===== src/rtl/rstart_pkg.sv =====
package rstart_pkg;
  localparam int RS_RELOAD_W = 7;

  typedef enum logic [2:0] {
    RS_IDLE    = 3'd0,
    RS_REL_SDA = 3'd1,
    RS_REL_SCL = 3'd2,
    RS_HOLD    = 3'd3,
    RS_SETUP   = 3'd4
  } rs_state_e;
endpackage


===== src/rtl/rstart_rst_sync.sv =====
module rstart_rst_sync #(
  parameter int STAGES = 2
) (
  input  logic clk,
  input  logic arst_n,
  output logic rst_n_o
);
  logic [STAGES-1:0] sync_q;

  always_ff @(posedge clk or negedge arst_n) begin
    if (!arst_n) sync_q <= '0;
    else         sync_q <= {sync_q[STAGES-2:0], 1'b1};
  end

  assign rst_n_o = sync_q[STAGES-1];
endmodule


===== src/rtl/rstart_baud.sv =====
module rstart_baud #(
  parameter int W = 7
) (
  input  logic         clk,
  input  logic         rst_n,
  input  logic         load_i,
  input  logic [W-1:0] val_i,
  input  logic         step_i,
  output logic         zero_o
);
  logic [W-1:0] cnt_q, cnt_d;
  logic         cnt_en;

  always_comb begin
    cnt_d  = cnt_q;
    cnt_en = 1'b0;
    if (load_i) begin
      cnt_d  = val_i;
      cnt_en = 1'b1;
    end else if (step_i && (cnt_q != '0)) begin
      cnt_d  = cnt_q - 1'b1;
      cnt_en = 1'b1;
    end
  end

  always_ff @(posedge clk or negedge rst_n) begin
    if (!rst_n)      cnt_q <= '0;
    else if (cnt_en) cnt_q <= cnt_d;
  end

  assign zero_o = (cnt_q == '0);

  // the timer parks at zero and never wraps unless reloaded
  p_no_wrap_r3: assert property (@(posedge clk) disable iff (!rst_n)
    (zero_o && !load_i) |=> zero_o);
endmodule


===== src/rtl/rstart_seq.sv =====
module rstart_seq
  import rstart_pkg::*;
(
  input  logic clk,
  input  logic rst_n,
  input  logic req_i,
  input  logic sda_i,
  input  logic scl_i,
  input  logic zero_i,
  output logic load_o,
  output logic step_o,
  output logic sda_pd_o,
  output logic scl_pd_o,
  output logic busy_o,
  output logic coll_o,
  output logic irq_o
);
  rs_state_e state_q, state_d;
  logic sda_pd_q, sda_pd_d;
  logic scl_pd_q, scl_pd_d;
  logic coll_q, coll_d;
  logic irq_q, irq_d;
  logic collide;

  always_comb begin
    state_d  = state_q;
    sda_pd_d = sda_pd_q;
    scl_pd_d = scl_pd_q;
    coll_d   = coll_q;
    irq_d    = irq_q;
    load_o   = 1'b0;
    step_o   = 1'b0;
    collide  = 1'b0;
    unique case (state_q)
      RS_IDLE: begin
        if (req_i) begin
          state_d  = RS_REL_SDA;
          sda_pd_d = 1'b0;
          scl_pd_d = 1'b1;
          coll_d   = 1'b0;
          irq_d    = 1'b0;
          load_o   = 1'b1;
        end
      end
      RS_REL_SDA: begin
        if (zero_i) begin
          state_d  = RS_REL_SCL;
          scl_pd_d = 1'b0;
        end else begin
          step_o = 1'b1;
        end
      end
      RS_REL_SCL: begin
        if (scl_i) begin
          if (!sda_i) begin
            collide = 1'b1;
          end else begin
            state_d = RS_HOLD;
            load_o  = 1'b1;
          end
        end
      end
      RS_HOLD: begin
        if (!scl_i) begin
          collide = 1'b1;
        end else if (zero_i) begin
          state_d  = RS_SETUP;
          sda_pd_d = 1'b1;
          load_o   = 1'b1;
        end else begin
          step_o = 1'b1;
        end
      end
      RS_SETUP: begin
        if (zero_i) begin
          state_d  = RS_IDLE;
          scl_pd_d = 1'b1;
          irq_d    = 1'b1;
        end else begin
          step_o = 1'b1;
        end
      end
      default: state_d = RS_IDLE;
    endcase
    if (collide) begin
      state_d  = RS_IDLE;
      sda_pd_d = 1'b0;
      scl_pd_d = 1'b0;
      coll_d   = 1'b1;
    end
  end

  always_ff @(posedge clk or negedge rst_n) begin
    if (!rst_n) begin
      state_q  <= RS_IDLE;
      sda_pd_q <= 1'b0;
      scl_pd_q <= 1'b0;
      coll_q   <= 1'b0;
      irq_q    <= 1'b0;
    end else begin
      state_q  <= state_d;
      sda_pd_q <= sda_pd_d;
      scl_pd_q <= scl_pd_d;
      coll_q   <= coll_d;
      irq_q    <= irq_d;
    end
  end

  assign sda_pd_o = sda_pd_q;
  assign scl_pd_o = scl_pd_q;
  assign busy_o   = (state_q != RS_IDLE);
  assign coll_o   = coll_q;
  assign irq_o    = irq_q;

  // acceptance releases SDA, holds SCL and clears the flags
  p_accept_r2: assert property (@(posedge clk) disable iff (!rst_n)
    (state_q == RS_IDLE && req_i) |=>
      (busy_o && !sda_pd_q && scl_pd_q && !coll_q && !irq_q));

  // SDA low when SCL is first seen high is a collision
  p_sda_at_rise_r5: assert property (@(posedge clk) disable iff (!rst_n)
    (state_q == RS_REL_SCL && scl_i && !sda_i) |=> coll_q);

  // a collision leaves both lines free and the block idle
  p_coll_release_r10: assert property (@(posedge clk) disable iff (!rst_n)
    $rose(coll_q) |-> (!sda_pd_q && !scl_pd_q && !busy_o && !irq_q));

  // completion keeps both lines pulled low
  p_done_hold_r8: assert property (@(posedge clk) disable iff (!rst_n)
    $rose(irq_q) |-> (sda_pd_q && scl_pd_q && !busy_o));

  // the two flags are exclusive
  p_flag_excl_r12: assert property (@(posedge clk) disable iff (!rst_n)
    !(coll_q && irq_q));

  // a request in the middle of the hold count does not restart anything
  p_ignore_req_r11: assert property (@(posedge clk) disable iff (!rst_n)
    (state_q == RS_HOLD && req_i && scl_i && !zero_i) |=> (state_q == RS_HOLD));
endmodule


===== src/rtl/rstart_gen.sv =====
module rstart_gen
  import rstart_pkg::*;
#(
  parameter int RELOAD_W = RS_RELOAD_W
) (
  input  logic                clk,
  input  logic                rst_n,
  input  logic                req_i,
  input  logic [RELOAD_W-1:0] reload_i,
  input  logic                sda_i,
  input  logic                scl_i,
  output logic                sda_pd_o,
  output logic                scl_pd_o,
  output logic                busy_o,
  output logic                coll_o,
  output logic                irq_o
);
  logic rst_n_s;
  logic tmr_load, tmr_step, tmr_zero;

  rstart_rst_sync #(.STAGES(2)) i_rst_sync (
    .clk     (clk),
    .arst_n  (rst_n),
    .rst_n_o (rst_n_s)
  );

  rstart_baud #(.W(RELOAD_W)) i_baud (
    .clk    (clk),
    .rst_n  (rst_n_s),
    .load_i (tmr_load),
    .val_i  (reload_i),
    .step_i (tmr_step),
    .zero_o (tmr_zero)
  );

  rstart_seq i_seq (
    .clk      (clk),
    .rst_n    (rst_n_s),
    .req_i    (req_i),
    .sda_i    (sda_i),
    .scl_i    (scl_i),
    .zero_i   (tmr_zero),
    .load_o   (tmr_load),
    .step_o   (tmr_step),
    .sda_pd_o (sda_pd_o),
    .scl_pd_o (scl_pd_o),
    .busy_o   (busy_o),
    .coll_o   (coll_o),
    .irq_o    (irq_o)
  );
endmodule


===== config.mk =====
export PLATFORM = sky130hd
export DESIGN_NAME = rstart_gen
export DESIGN_NICKNAME = d
export VERILOG_FILES = /design/src/rtl/rstart_pkg.sv /design/src/rtl/rstart_rst_sync.sv /design/src/rtl/rstart_baud.sv /design/src/rtl/rstart_seq.sv /design/src/rtl/rstart_gen.sv
export SDC_FILE = /design/constraint.sdc
export NUM_CORES = 1
export LEC_CHECK = 0
export CORE_ASPECT_RATIO = 1.25
export CORE_MARGIN = 1
export CORE_UTILIZATION = 40
export CTS_BUF_LIST = sky130_fd_sc_hd__clkbuf_8
export DETAILED_ROUTE_END_ITERATION = 8
export GPL_ROUTABILITY_DRIVEN = 0
export PLACE_DENSITY = 0.69
export SLEW_MARGIN = 5
export SYNTH_ARGS = -nofsm -noshare
export SYNTH_HDL_FRONTEND = slang
export SYNTH_SLANG_ARGS = --single-unit
export TNS_END_PERCENT = 30

===== constraint.sdc =====
create_clock -name clk -period 1.1 [get_ports clk]
set_input_delay 0.11 -clock clk [delete_from_list [all_inputs] [get_ports clk]]
set_output_delay 0.11 -clock clk [all_outputs]
set_load 0.02 [all_outputs]

; Yosys cells after proc, flatten, opt, wreduce, memory -nomap -nowiden
; Index checks and enable logic that the tools add are counted.
[word_totals]
elab_cells = 77
out_inout_bits = 5
reg_bits = 16
inputBits = 12
[classes]
addsub = 1
eq_ne = 13
reduce_logical = 18
muxes = 38
[op_table]
columns = operator, count
row1 = $mux 3, 8
row2 = $mux 1, 21
row3 = $ne 3x2->1 const B, 7
row4 = $pmux 3 s5, 1
row5 = $mux 7, 2
row6 = $pmux 1 s2, 4
row7 = $reduce_and 4->1, 2
row8 = $reduce_bool 2->1, 4
row9 = $logic_not 7->1, 1
row10 = $reduce_and 7->1, 1
row11 = $reduce_bool 7->1, 1
row12 = $sub 7x1->7 const B, 1
row13 = $eq 3x2->1 const B, 2
row14 = $pmux 1 s3, 2
row15 = $reduce_bool 3->1, 2
row16 = $ne 2x2->1 const B, 2
row17 = $reduce_and 2->1, 2
row18 = $reduce_bool 4->1, 1
row19 = $eq 3x1->1 const B, 1
row20 = $eq 3x3->1 const B, 1
row21 = $logic_not 3->1, 1
row22 = $reduce_and 3->1, 1
row23 = $reduce_or 2->1, 1
row24 = $logic_and 1x1->1, 1

; Depth between registers and ports, before layout
; Gate-level depths: netlist of the first run.
[depth]
ltp_word = 8
mapped_depth = 8
depth_no_buf = 6

; Cells and area by module
; A second synthesis of the first run with hierarchy kept.
[hier_totals]
cells_unflattened = 110
area_unflattened_um2 = 923.4
[by_module_without_submodules]
columns = mod, area_each_um2, n_inst, cells_each
row1 = rstart_seq, 445.4, 1, 59
row2 = rstart_baud, 424.2, 1, 48
row3 = rstart_rst_sync, 53.8, 1, 3

; Least setup slack after synthesis of the first run
; OpenSTA, ideal clock, no wires.
[synth_timing]
kind = register to register
startpoint = register i_seq.state_q[0]
endpoint = register i_baud.cnt_q[6]
path_buffers = 1
arrival_time_ns = 1.558
setup_ns = 0.125
path_stages_with_launch = 7
required_ns = 0.975
setup_slack_ns = -0.583
path_cell_list = dfrtp_1 buf_4 nor2_4 a22oi_4 nor3b_1 mux2_1 mux2_2
[synth_via]
elab_chain_cells = 7
word_cells_on_any_way = 14
cone_classes = eq/ne (4) / mux (5) / reduce/logical (5)
[synth_lines]
columns = item, line_no
row1 = from (decl), rstart_seq.sv:18  ; rs_state_e state_q, state_d;
row2 = from (signal assigned), rstart_seq.sv:101  ; state_q <= state_d;
row3 = $eq 3x1->1 or $eq 3x3->1 (tied branches), rstart_seq.sv:34  ; unique case (state_q)
row4 = $reduce_or 2->1 (no line), n/a
row5 = $pmux 1 s2, rstart_seq.sv:34
row6 = $logic_and 1x1->1, rstart_baud.sv:20  ; end else if (step_i && (cnt_q != '0)) begin
row7 = $mux 1, rstart_baud.sv:20
row8 = $mux 1, rstart_baud.sv:17  ; if (load_i) begin
row9 = $reduce_and 2->1 (no line), n/a
row10 = to (signal assigned), rstart_baud.sv:28  ; else if (cnt_en) cnt_q <= cnt_d;
row11 = to (decl), rstart_baud.sv:11  ; logic [W-1:0] cnt_q, cnt_d;
; Parallel ways exist; a longest one is shown, timed or not.
; A chain may end at the register's enable or synchronous reset.

; Worst setup path after layout of the first run
[layout_timing]
startpoint = register i_baud.cnt_q[1]
endpoint = register i_baud.cnt_q[6]
[layout_via]
elab_chain_cells = 8
word_cells_on_any_way = 16
cone_classes = add/sub (1) / mux (10) / reduce/logical (5)
[layout_lines]
columns = item, line_no
row1 = $logic_not 7->1, rstart_baud.sv:31  ; assign zero_o = (cnt_q == '0);
row2 = $mux 1, "rstart_seq.sv:46, rstart_seq.sv:66, rstart_seq.sv:75"
row3 = $mux 1, rstart_seq.sv:64  ; if (!scl_i) begin
row4 = $pmux 1 s2, rstart_seq.sv:34
row5 = $logic_and 1x1->1, rstart_baud.sv:20
row6 = $mux 1, rstart_baud.sv:20
row7 = $mux 1, rstart_baud.sv:17
row8 = $reduce_and 2->1 (no line), n/a
; Parallel ways exist; a longest one is shown, timed or not. The select of a mux whose other input is x is not followed.

==> impl_results.md, run 1 <==
- CTS tree: yes
- Crit path time final: 1.60 ns
- Area Overhead vs Synth: 63.2%
- #FFs+latches synth: 16
- Root Buffer: clkbuf_8
- Worst Setup SP: i_baud.cnt_q[1]
- CP cell instances: inv_2 -> ha_4 -> nand2b_4 -> nor3b_2 -> mux2_4 -> mux2_2
- Clock latency on the worst-skew pair: 0.26 ns
- Syn. warnings: 0
- Sequential area share after synthesis: 41.3%
- Starting density of the core: 43.3%
- Layout fillers: 175
- CTS buffer count: 3
- Setup_tns: -5.64 ns
- Initial DRC count: 24
- Kind of critical path: flip-flop to flip-flop
- Top Layer Used: met4
- Critical path fanouts, max: 3
- Worst r2r dst: i_baud.cnt_q[6]
- Critical Path RT: 1.25 ns
- Crit path to: i_baud.cnt_q[6]
- Total Power: 4.04 mW
- Largest net degree at the start of global routing: 15
- Avg Cell Area, Syn: 9.40 um^2
- Multi-input gate area: 654 um^2
- Sequential Area: 404 um^2
- Buf/Inv on CP: 1
- Clk_skew: 0.00676 ns
- Critical path's largest stage delay: 0.39 ns
- RSZ-0062 raised after global routing: true
- Initial antenna violation count: 0
- Failing checks: negative setup slack
- Synthesized cell area: 968 um^2
- Syn_nets: 117
- Post-route cell area: 0.00158 mm^2
- DP Area: 0.00136 mm^2
- FMAX: 624 MHz
- Clock transition at the registers of the reported paths: 0.07 ns
- Hold WC Path Type: input port to asynchronous set/reset pin
- Vias: 935
- Post-route ant nets: 0
- DRT Pass-1 Iters: 3
- Final nets: 166
- Clock tree buffer depth: 2
- Register-to-Register Path Depth: 6
- Startpoint Class: flip-flop
- Detail-routed via count per cell: 5.14
- CP max stage cell: dfrtp_1
- Die X: 46.0 um
- Die Y: 57.0 um
- Vias in the first global route: 979
- Post-Syn Instances: 103
- Leakage: 0.705 nW
- PortBufs: 16
- Async set or reset register ratio after synthesis: 100%
- Diodes inserted: 0
- Final worst path period share: 146%
- CP arrival: 1.75 ns
- Grt ovf: 0
- Post-Route WL: 2560 um
- Fin. max-slew vios: 0
- Flop2flop setup slack: -0.50 ns
- First-pass GRT wire length: 4120 um
- Crit. path cell count: 6
- Drt drc: 0
- Worst flop-to-flop path startpoint: i_baud.cnt_q[1]
- PwrDens: 2560 mW/mm^2
- DR WL/cell: 14.1 um
- Outcome: complete, but fails checks
- Max-cap check violation count: 0
- CP Capture Type: flip-flop
- Primary FF master, synth: dfrtp_1
- Max VDD drop: 1850 uV
- Family with the most delay on the worst path: multiplexers
- Die area: 0.00262 mm^2
- CTS Sinks: 16
- Core ar.: 0.00223 mm^2
- Length of routed met3 wiring: 59 um
- Ratio of cells with drive above 1 in the final layout: 48.3%
- Post-synth EDFFs: 0
- DP HPWL: 1640 um
- Final Util: 70.7%
- Met2 WL: 1510 um
- Number of unique standard cell types used by synthesis: 40
- Metal-1 WL: 913 um
- Pre-CTS setup slack: -0.667 ns
- Num rows: 19
- Num ports: 17
- Final Hold Fails: 0
- PnR worst setup slack: -0.503 ns
- Overall routing resource usage: 21.8%
- CTS H-tree depth: 1
- Finish-stage setup viols: 15
[report_power, final]
group / internal, mW / leakage, nW / switching, mW / total, mW
logic: 1.32 / 0.481 / 1.15 / 2.48
clock network: 0.318 / 0.0288 / 0.216 / 0.535
registers: 0.815 / 0.195 / 0.212 / 1.03
total: 2.46 / 0.705 / 1.58 / 4.04
[metal layers]
| metal | global-route usage, % | vias up |
|---|---|---|
| met1 | 23.9 | 448 |
| li1 | - | 459 |
| met2 | 38.6 | 19 |
| met5 | 0 | - |
| met4 | 10.9 | 0 |
| met3 | 3.48 | 9 |
[kinds of logic after synthesis]
group	after synthesis	synth area share, %
AOI/OAI and AO/OA	23	16.3
buffers and inverters	9	5.81
and+or+nand+nor	47	28.4
muxes	3	3.36
other	1	0.387
DFF	16	41.3
adders and majority gates	2	2.58
xor gates and xnor gates	2	1.81
[cell usage after synthesis, types with 2 or more instances]
| cell | number | share of area [%] |
|---|---|---|
| xnor2_1 | 2 | 1.8 |
| nor2_1 | 12 | 4.7 |
| ha_1 | 2 | 2.6 |
| dfrtp_1 | 16 | 41 |
| o21ai_1 | 3 | 1.5 |
| nand3_1 | 4 | 2.1 |
| nand2b_1 | 4 | 2.6 |
| and3_1 | 3 | 1.9 |
| buf_4 | 4 | 3.1 |
| inv_1 | 3 | 1.2 |
| nand2_1 | 6 | 2.3 |
| nor3_1 | 5 | 2.6 |
| o21ai_0 | 5 | 2.6 |
| a21oi_1 | 7 | 3.6 |
| nor4_2 | 2 | 2.6 |
[per-stage QoR]
stage	instances	hold slack [ns]
after floorplan	103	-0.186
after global placement	173	0.174
after detailed placement	173	0.180
after CTS	180	0.0132
after global routing	182	0.0143
final	182	0.0116
[worst min-delay path by stage]
| stage | start | cells past startpoint | end | slack (ns) |
|---|---|---|---|---|
| 2_1_floorplan | rst_n | 0 | i_rst_sync.sync_q[0] | -0.19 |
| 3_3_place_gp | i_rst_sync.sync_q[1] | 1 | i_seq.sda_pd_o | 0.17 |
| 3_5_place_dp | i_rst_sync.sync_q[1] | 1 | i_seq.sda_pd_o | 0.18 |
| 4_1_cts | rst_n | 1 | i_rst_sync.sync_q[0] | 0.01 |
| 5_1_grt | rst_n | 1 | i_rst_sync.sync_q[0] | 0.01 |
| 6_report | rst_n | 1 | i_rst_sync.sync_q[0] | 0.01 |
[flip-flops by register name (all words and copies together) (netlist names)]
name	flops
i_baud.cnt_q	7
i_rst_sync.sync_q	2
i_seq.coll_o	1
i_seq.irq_o	1
i_seq.scl_pd_o	1
i_seq.sda_pd_o	1
i_seq.state_q	3
[area by class of cell]
class / instances / share of cell area, %
inverter: 3 / 0.713
tap: 31 / 2.45
multi-input combinational: 78 / 41.4
sequential: 16 / 25.6
clock buffer: 4 / 3.48
timing repair buffer: 50 / 26.4
[layout by cell type (no fill, tap or decap), drive strengths merged, types with 4 or more instances in the layout]
cell type / Yosys / layout
clkbuf: 1 / 4
a21oi: 7 / 7
o21ai: 8 / 8
dfrtp: 16 / 16
nor3: 6 / 6
nand2b: 4 / 4
nor2: 13 / 13
buf: 5 / 35
clkdlybuf4s50: 0 / 11
nand3: 4 / 4
nand2: 6 / 6
dlygate4sd2: 0 / 4
[what timing repair did]
item                       4_1_cts  5_1_grt
hold endpoints to repair         0        0
setup endpoints to repair       19       15
pin swaps                        9        5
gates resized for setup         31       13
hold buffers                     0        0
setup buffers                    3        2
Power figures use the tool's default switching activity.
==> run 2, diff against run 1 <==
- CELL_PAD_IN_SITES_DETAIL_PLACEMENT: default -> 0
- CELL_PAD_IN_SITES_GLOBAL_PLACEMENT: default -> 1
- CORE_UTILIZATION: 40 -> 25
- PLACE_DENSITY: 0.69 -> 0.57
- clock period: 1.1 -> 2 ns (I/O delays scaled with it)
==> impl_results.md, run 2 (same netlist as run 1, synthesis figures left out) <==
- P_sw: 0.635 mW (-60%)
- Vias: 767 (-18%)
- Ratio of cells with drive above 1 in the final layout: 13.2% (-35 points)
- Internal cell power: 1.02 mW (-58%)
- Initial antenna violation count: 0 (unchanged)
- Largest net degree at the start of global routing: 15 (unchanged)
- CTS buffer count: 3 (unchanged)
- CTS tree: yes
- Layout fillers: 397 (+130%)
- Family with the most delay on the worst path: buffers and inverters
- Critical path's largest stage delay: 0.48 ns (+0.09 ns)
- Die area: 0.00413 mm^2 (+57%)
- RSZ-0062 raised after global routing: false
- CP max stage cell: dfrtp_1
- Initial DRC count: 20 (-17%)
- Crit path time final: 1.78 ns
- Post-route ant nets: 0 (unchanged)
- Logic gate share of total power: 47.7% (-14 points)
- Finish-stage setup viols: 0 (-15)
- Final nets: 136 (-18%)
- DRT Pass-1 Iters: 6 (+3)
- Overall routing resource usage: 10.5% (-11 points)
- Drt drc: 2 (+2)
- Area Overhead vs Synth: 25.6%
- Clock transition at the registers of the reported paths: 0.07 ns (about the same)
- CTS H-tree depth: 1 (unchanged)
- Commonest non-fill, non-tap cell in the layout: dfrtp_1
- Grt ovf: 0 (unchanged)
- DP HPWL: 1470 um (-11%)
- Core ar.: 0.00360 mm^2 (+61%)
- Diodes inserted: 0 (unchanged)
- Top flop regs: i_baud.cnt_q x7, i_seq.state_q x3, i_rst_sync.sync_q x2
- Setup_tns: 0 ns (+5.64 ns)
- Startpoint Class: flip-flop
- Leakage: 0.518 nW (-26%)
- FMAX: 560 MHz
- Starting density of the core: 26.9% (-16 points)
- Largest register by flop count: i_baud.cnt_q
- Final Util: 33.8% (-37 points)
- Hold WC Path Type: input port to asynchronous set/reset pin
- Clock power frac: 17.7% (+4.5 points)
- PnR worst setup slack: 0.215 ns (+0.718 ns)
- Root Buffer: clkbuf_8
- PwrDens: 1360 mW/mm^2 (-47%)
- Die X: 57.7 um (+25%)
- DR WL/cell: 12.1 um (-14%)
- Reg power frac: 34.6% (+9.2 points)
- Outcome: complete, but fails checks
- Clock latency on the worst-skew pair: 0.25 ns (about the same)
- Buf/Inv on CP: 2 (+1)
- Max VDD drop: 507 uV (-73%)
- Final Hold Fails: 0 (unchanged)
- Detail-routed via count per cell: 4.79 (-6.7%)
- Commonest non-fill, non-tap cells in the layout: 16 x dfrtp_1, 15 x clkdlybuf4s50_1, 12 x nor2_1, 7 x a21oi_1, 6 x nand2_1
- Vias in the first global route: 794 (-19%)
- CP Capture Type: primary output
- Pre-CTS setup slack: 0.0323 ns (+0.699 ns)
- Max-slew headroom: 59.6%
- CTS Sinks: 16 (unchanged)
- Die Y: 71.6 um (+26%)
- Post-Route WL: 1940 um (-24%)
- CP cell instances: buf_4 -> or3_1 -> dlygate4sd2_1
- Max-cap check violation count: 0 (unchanged)
- Kind of critical path: flip-flop to primary output
- PortBufs: 16 (unchanged)
- Final worst path period share: 89.2%
- CP arrival: 1.58 ns (-0.17 ns)
- Num ports: 17 (unchanged)
- Post-CTS Setup Bufs: 0 (-3)
- Clock tree buffer depth: 2 (unchanged)
- Num rows: 24 (+5)
- Clk_skew: 0.00421 ns (-0.00256 ns)
- Critical Path RT: 1.80 ns (+0.55 ns)
- First-pass GRT wire length: 3450 um (-16%)
- Flop2flop setup slack: 0.22 ns (+0.72 ns)
- Fin. max-slew vios: 0 (unchanged)
- Critical path fanouts, max: 8 (+5)
- Failing checks: design-rule violations
- Worst-margin pin slew: 0.606 ns
- Max FFs per register: 7 (unchanged)
- Switching share of power: 38.4% (-0.79 points)
[run 2: metal layers]
layer / global-route usage, % / vias up / routed length [um]
met5: 0 / - / 0
met4: 3.17 / 0 / 14
met3: 1.62 / 2 / 73
met2: 17.7 / 17 / 960
met1: 13.9 / 354 / 891
li1: - / 394 / -
[run 2: layout make-up]
| class | instances | area (um^2) | share of cell area (%) |
|---|---|---|---|
| flip-flops and latches | 16 | 400 | 32.9 |
| repair buffers | 20 | 189 | 15.5 |
| multi-input cells | 78 | 512 | 42.1 |
| clock buffers | 4 | 55.1 | 4.53 |
| inverters | 3 | 11.3 | 0.926 |
| well taps | 39 | 48.8 | 4.01 |
[run 2: power by group through the flow]
stage / logic, mW / clock network [mW] / registers, mW
6_report: 0.789 / 0.293 / 0.573
5_1_grt: 0.892 / 0.316 / 0.596
4_1_cts: 0.806 / 0.299 / 0.574
3_5_place_dp: 0.811 / 0 / 0.580
3_3_place_gp: 0.801 / 0 / 0.578
2_1_floorplan: 0.605 / 0 / 0.558
[run 2: final timing paths]
| path | from | to | cells after the start |
|---|---|---|---|
| worst max-delay path | i_seq.state_q[0] | busy_o | 3 |
| worst max register to register | i_seq.state_q[1] | i_baud.cnt_q[6] | 5 |
| min in group clk | i_rst_sync.sync_q[0] | i_rst_sync.sync_q[1] | 0 |
| max in group asynchronous | i_rst_sync.sync_q[1] | i_seq.irq_o | 0 |
| worst min register to register | i_rst_sync.sync_q[1] | i_baud.cnt_q[1] | 0 |
| worst min-delay path | rst_n | i_rst_sync.sync_q[1] | 1 |
[run 2: repair_timing]
action,in CTS,in global routing
hold buffers,0,0
gates resized for setup,1,0
setup endpoints to repair,1,0
[run 2: metrics by stage]
| stage | area [um^2] | hold slack (ns) | instances | total power [mW] |
|---|---|---|---|---|
| floorplan | 968 | -0.0956 | 103 | 1.16 |
| global placement | 1160 | 0.286 | 156 | 1.38 |
| detailed placement | 1160 | 0.276 | 156 | 1.39 |
| CTS | 1220 | 0.109 | 160 | 1.68 |
| global route | 1220 | 0.107 | 160 | 1.80 |
| finish | 1220 | 0.109 | 160 | 1.65 |
